### config.mk
export PLATFORM = sky130hd
export DESIGN_NAME = lpbrk_ctrl
export DESIGN_NICKNAME = d
export VERILOG_FILES = /design/src/rtl/lpbrk_pkg.sv /design/src/rtl/lpbrk_stab_timer.sv /design/src/rtl/lpbrk_fsm.sv /design/src/rtl/lpbrk_vec_gen.sv /design/src/rtl/lpbrk_ctrl.sv
export SDC_FILE = /design/constraint.sdc
export NUM_CORES = 1
export LEC_CHECK = 0
export ABC_AREA = 1
export ABC_CLOCK_PERIOD_IN_PS = 3130
export BUFFER_PORTS_ARGS = -buffer_cell sky130_fd_sc_hd__buf_2
export CAP_MARGIN = 20
export CORE_ASPECT_RATIO = 2
export CORE_MARGIN = 2
export CORE_UTILIZATION = 40
export DETAILED_ROUTE_END_ITERATION = 7
export GPL_TIMING_DRIVEN = 0
export HOLD_SLACK_MARGIN = 0.02
export PLACE_DENSITY_LB_ADDON = 0.05
export SLEW_MARGIN = 20
export SYNTH_ARGS = -nofsm -noshare
export SYNTH_HDL_FRONTEND = slang
export SYNTH_HIERARCHICAL = 1
export SYNTH_SLANG_ARGS = --single-unit
### constraint.sdc
create_clock -name clk -period 3.13 [get_ports clk]
set_clock_uncertainty 0.2 [all_clocks]
set_input_delay 0.939 -clock clk [delete_from_list [all_inputs] [get_ports clk]]
set_output_delay 0.939 -clock clk [all_outputs]
set_load 0.01 [all_outputs]
### src/rtl/lpbrk_pkg.sv
package lpbrk_pkg;
  typedef enum logic [5:0] {
    ST_RUN  = 6'b000001,
    ST_WAIT = 6'b000010,
    ST_STOP = 6'b000100,
    ST_STAB = 6'b001000,
    ST_PEND = 6'b010000,
    ST_BRK  = 6'b100000
  } lp_state_e;

  localparam logic [15:0] VEC_NORMAL  = 16'hFFFC;
  localparam logic [15:0] VEC_MONITOR = 16'hFEFC;
endpackage

### src/rtl/lpbrk_stab_timer.sv
module lpbrk_stab_timer #(
  parameter int STAB_CYCLES = 4096
) (
  input  logic clk,
  input  logic rst_n,
  input  logic run,
  input  logic osc_ready,
  output logic done
);
  localparam int CW = $clog2(STAB_CYCLES + 1);
  localparam logic [CW-1:0] LAST = CW'(STAB_CYCLES - 1);

  logic [CW-1:0] cnt_q;

  always_ff @(posedge clk or negedge rst_n) begin
    if (!rst_n)   cnt_q <= '0;
    else if (run) cnt_q <= cnt_q + 1'b1;
    else          cnt_q <= '0;
  end

  assign done = run && (osc_ready || cnt_q == LAST);


  cnt_bound_chk: assert property (@(posedge clk) disable iff (!rst_n)
    run && !done |=> cnt_q <= LAST);
endmodule

### src/rtl/lpbrk_fsm.sv
module lpbrk_fsm
  import lpbrk_pkg::*;
(
  input  logic      clk,
  input  logic      rst_n,
  input  logic      dec_wait,
  input  logic      dec_stop,
  input  logic      dec_rti,
  input  logic      instr_end,
  input  logic      last_cycle,
  input  logic      brk_match,
  input  logic      irq_int,
  input  logic      irq_ext,
  input  logic      stab_done,
  output lp_state_e st_q,
  output logic      entry,
  output logic      mask_clr
);
  lp_state_e nxt;

  always_comb begin
    nxt      = st_q;
    entry    = 1'b0;
    mask_clr = 1'b0;
    case (st_q)
      ST_RUN: begin
        if (brk_match) begin
          if (last_cycle) begin
            nxt   = ST_BRK;
            entry = 1'b1;
          end else begin
            nxt = ST_PEND;
          end
        end else if (dec_wait) begin
          nxt      = ST_WAIT;
          mask_clr = 1'b1;
        end else if (dec_stop) begin
          nxt      = ST_STOP;
          mask_clr = 1'b1;
        end
      end
      ST_WAIT: if (irq_int || irq_ext) nxt = ST_RUN;
      ST_STOP: if (irq_ext) nxt = ST_STAB;
      ST_STAB: if (stab_done) nxt = ST_RUN;
      ST_PEND: begin
        if (instr_end) begin
          nxt   = ST_BRK;
          entry = 1'b1;
        end
      end
      ST_BRK:  if (dec_rti && !brk_match) nxt = ST_RUN;
      default: nxt = ST_RUN;
    endcase
  end

  always_ff @(posedge clk or negedge rst_n) begin
    if (!rst_n) st_q <= ST_RUN;
    else        st_q <= nxt;
  end


  state_onehot_chk: assert property (@(posedge clk) disable iff (!rst_n)
    $countones(st_q) == 1);

  stop_hold_chk: assert property (@(posedge clk) disable iff (!rst_n)
    st_q == ST_STOP && !irq_ext |=> st_q == ST_STOP);

  brk_hold_chk: assert property (@(posedge clk) disable iff (!rst_n)
    st_q == ST_BRK && brk_match |=> st_q == ST_BRK);
endmodule

### src/rtl/lpbrk_vec_gen.sv
module lpbrk_vec_gen
  import lpbrk_pkg::*;
(
  input  logic        entry,
  input  logic        mon_mode,
  output logic        swi_force,
  output logic        pc_load,
  output logic [15:0] pc_vec
);
  assign swi_force = entry;
  assign pc_load   = entry;
  assign pc_vec    = mon_mode ? VEC_MONITOR : VEC_NORMAL;
endmodule

### src/rtl/lpbrk_ctrl.sv
module lpbrk_ctrl
  import lpbrk_pkg::*;
#(
  parameter int STAB_CYCLES = 4096
) (
  input  logic        clk,
  input  logic        rst_n,
  input  logic        dec_wait,
  input  logic        dec_stop,
  input  logic        dec_rti,
  input  logic        instr_end,
  input  logic        last_cycle,
  input  logic        brk_match,
  input  logic        irq_int,
  input  logic        irq_ext,
  input  logic        mon_mode,
  input  logic        osc_ready,
  output logic        cpu_clk_en,
  output logic        ibit_we,
  output logic        ibit_val,
  output logic        swi_force,
  output logic        pc_load,
  output logic [15:0] pc_vec
);
  lp_state_e st;
  logic      entry, mask_clr, stab_done;

  lpbrk_fsm fsm_i (
    .clk, .rst_n, .dec_wait, .dec_stop, .dec_rti, .instr_end, .last_cycle,
    .brk_match, .irq_int, .irq_ext, .stab_done,
    .st_q(st), .entry, .mask_clr
  );

  lpbrk_stab_timer #(.STAB_CYCLES(STAB_CYCLES)) tmr_i (
    .clk, .rst_n, .run(st == ST_STAB), .osc_ready, .done(stab_done)
  );

  logic entry_q;
  always_comb entry_q = entry && rst_n;

  lpbrk_vec_gen vec_i (
    .entry(entry_q), .mon_mode, .swi_force, .pc_load, .pc_vec
  );

  assign cpu_clk_en = (st == ST_RUN) || (st == ST_PEND) || (st == ST_BRK) || !rst_n;
  assign ibit_we    = !rst_n || mask_clr;
  assign ibit_val   = !rst_n;


  clk_gate_after_clear_chk: assert property (@(posedge clk) disable iff (!rst_n)
    $fell(cpu_clk_en) |-> $past(ibit_we && !ibit_val));

  strobe_single_chk: assert property (@(posedge clk) disable iff (!rst_n)
    swi_force |=> !swi_force);

  load_when_running_chk: assert property (@(posedge clk) disable iff (!rst_n)
    pc_load |-> cpu_clk_en && swi_force);
endmodule

==> impl_metrics.sql <==
INSERT INTO impl_metrics (metric_group, metric, value, unit) VALUES
('cts', 'max-clock-path-buffers', '2', ''),
('critical_path', 'worst_ep_arrival_time', '1.80', 'ns'),
('finish', 'multi_input_gate_area_in_the_final_layout', '726', 'sq um'),
('finish', 'final_common_cell', 'sky130_fd_sc_hd__nand2_1', ''),
('timing', 'post-route-worst-setup-slack', '0.187', 'ns'),
('timing', 'report.final.slew_viol_count', '0', ''),
('global_routing', 'antenna_found_initial', '0', ''),
('finish', 'num-nets-final', '252', ''),
('floorplan', 'dieHeight', '88.2', 'um'),
('finish', 'areaGrowthSynthToFinish', '15.5', '%'),
('synthesis', 'syn-cell-area', '1420', 'sq um'),
('placed_design', 'place.detailed.instances', '266', ''),
('timing', 'timing_hold_violations_final', '0', ''),
('timing', 'max_clock_freq', '340', 'MHz'),
('synthesis', 'syn-instance-count', '204', ''),
('finish', 'layout.filler_cells', '388', ''),
('timing', 'finalSetupViolCount', '0', ''),
('critical_path', 'setup_cp_type', 'input pin to output port', ''),
('finish', 'layout-drive-gt1-share', '31.5', '%'),
('critical_path', 'crit_top_cell', 'sky130_fd_sc_hd__buf_2', ''),
('power_and_ir_drop', 'power.share.sequential', '36.5', '%'),
('finish', 'final_cell_mix', '42 x sky130_fd_sc_hd__nand2_1, 30 x sky130_fd_sc_hd__nor2_1, 27 x sky130_fd_sc_hd__inv_1, 18 x sky130_fd_sc_hd__dfrtp_1', ''),
('cts', 'quantity_of_hold_fixing_buffers_added_after_cts', '0', ''),
('power_and_ir_drop', 'intPower', '520', 'uW'),
('global_routing', 'grt_start_max_net_pins', '23', ''),
('timing', 'max-slew-margin-rel', '66.1', '%'),
('placed_design', 'routability_cong', '0.826', ''),
('power_and_ir_drop', 'power.switching', '366', 'uW'),
('critical_path', 'crit_fanout', '22', ''),
('power_and_ir_drop', 'comb_power_share', '44.6', '%'),
('floorplan', 'core_ar', '3380', 'sq um'),
('cts', 'insertion_delay', '0.25', 'ns'),
('synthesis', 'synth-seq-area-share', '33.7', '%'),
('global_routing', 'wire_length_of_the_first_global_routing_pass', '4970', 'um'),
('cts', 'cts.sinks', '19', ''),
('placed_design', 'buffer_ports.inserted', '17', ''),
('power_and_ir_drop', 'power_leakage', '0.000879', 'uW'),
('floorplan', 'design.die.area', '4060', 'sq um'),
('floorplan', 'io-pin-count', '33', ''),
('power_and_ir_drop', 'cellPowerDensity', '542', 'nW/um^2'),
('timing', 'setup-tns-final', '0', 'ns'),
('synthesis', 'syn_avg_cell_area', '6.94', 'sq um'),
('routing', 'drt-pass1-iter-count', '4', ''),
('min_path', 'min-delay-path-class', 'flip-flop to flip-flop', ''),
('global_routing', 'grt_overflow', '0', ''),
('floorplan', 'initial_core_util', '41.9', '%'),
('routing', 'total_number_of_vias', '1253', ''),
('cts', 'clkTransAtPathRegs', '0.07', 'ns'),
('global_routing', 'grt_pass1_vias', '1232', ''),
('cts', 'cts.repair.resized', '0', ''),
('cts', 'ctsHtreeMaxLevel', '1', ''),
('finish', 'final-seq-area', '477', 'sq um'),
('critical_path', 'crit_path_top_delay_cell', 'sky130_fd_sc_hd__buf_2', ''),
('routing', 'post_drt_via_cell_ratio', '4.64', ''),
('power_and_ir_drop', 'vdd_ir_drop_max', '325', 'uV'),
('timing', 'layout_min_cycle_time', '2.94', 'ns'),
('timing', 'grt_setup_unrepaired', 'no', ''),
('cts', 'cts_tree', 'done', ''),
('outcome', 'outcome', 'complete, no violations', ''),
('routing', 'drt-total-wl', '2890', 'um'),
('job', 'timing.max_cap.violations', '0', ''),
('power_and_ir_drop', 'power', '887', 'uW'),
('power_and_ir_drop', 'power.share.switching', '41.3', '%'),
('timing', 'timing.final.crit_share', '94.0', '%'),
('timing', 'tightest_slew', '0.509', 'ns'),
('floorplan', 'num_rows', '30', ''),
('synthesis', 'ff_latch_count_synth', '19', ''),
('floorplan', 'die_x', '46.1', 'um'),
('cts', 'number_of_buffers_added_by_the_clock_tree_synthesis_step', '3', ''),
('routing', 'final_ant_viol_nets', '0', ''),
('critical_path', 'crit_path_end_kind', 'output port', '');
-- worst max-delay path, delay by kind of cell --
family | cells | cell delay [ns]
AND/OR/NAND/NOR | 1 | 0.21
buffers and inverters | 3 | 0.64
-- flip-flops by register name, indices dropped and copies added, names as in the netlist --
name         count
fsm_i/st_q       6
tmr_i/cnt_q     13
-- metrics by stage --
step	hold WS [ns]	cell area (sq um)	util (%)
global route	0.285	1640	48.4
global placement	0.246	1590	47.1
CTS	0.266	1640	48.4
finish	0.264	1640	48.4
floorplan	0.232	1470	-
detailed placement	0.256	1590	47.1
-- Yosys cell counts (all sizes together) --
| cell type | number | area share, % |
|---|---|---|
| ha | 1 | 0.88 |
| nor3 | 3 | 1.4 |
| nand3 | 15 | 5.7 |
| or2 | 1 | 0.44 |
| and2 | 1 | 0.62 |
| a21oi | 5 | 2.0 |
| dfstp | 1 | 1.9 |
| dfrtp | 18 | 32 |
| inv | 33 | 8.7 |
| conb | 2 | 0.53 |
| nand2 | 52 | 17 |
| nand4 | 3 | 1.8 |
| nor2 | 45 | 16 |
| o22ai | 1 | 0.44 |
| buf | 18 | 9.8 |
| o21ai | 5 | 1.8 |
-- worst paths after layout --
kind,depth (start not counted),slack [ns],from,to
worst max-delay path,4,0.19,rst_n,ibit_we
worst min-delay path,1,0.26,tmr_i/cnt_q[0],tmr_i/cnt_q[0]
min in group asynchronous,1,0.45,rst_n,tmr_i/cnt_q[3]
worst min register to register,1,0.26,tmr_i/cnt_q[0],tmr_i/cnt_q[0]
worst max register to register,12,1.13,fsm_i/st_q[5],fsm_i/st_q[3]
max in group asynchronous,1,1.92,rst_n,fsm_i/st_q[0]
-- layer usage --
metal / vias to the layer above / global-route usage [%] / wire [um]
li1: 654 / - / -
met1: 584 / 15.3 / 975
met2: 13 / 32.7 / 1850
met3: 2 / 2.27 / 43
met4: 0 / 7.79 / 25
met5: - / 0 / 0
-- cells by family (layout without fill, tap and decap cells) --
family / Yosys count / in the layout / synth area share (%)
other: 2 / 15 / 0.530
adder cells (fa/ha/maj): 1 / 1 / 0.883
buffers and inverters: 51 / 72 / 18.6
AND/OR/NAND/NOR: 120 / 120 / 42.1
AO/OA/AOI/OAI: 11 / 11 / 4.24
flip-flops: 19 / 19 / 33.7
-- power groups by stage --
stage	combinational, uW	clock [uW]	sequential (uW)
2_1_floorplan	317	0	319
3_3_place_gp	389	0	327
3_5_place_dp	398	0	327
4_1_cts	400	177	322
5_1_grt	452	190	328
6_report	395	168	324
-- final cells by class --
type,count,area share [%]
Sequential cell,19,29.2
Tap cell,32,2.45
Timing Repair Buffer,17,5.20
Inverter,33,7.57
Buffer,18,8.49
Multi-Input combinational cell,147,44.4
Clock buffer,4,2.75
Power figures use the tool's default switching activity.
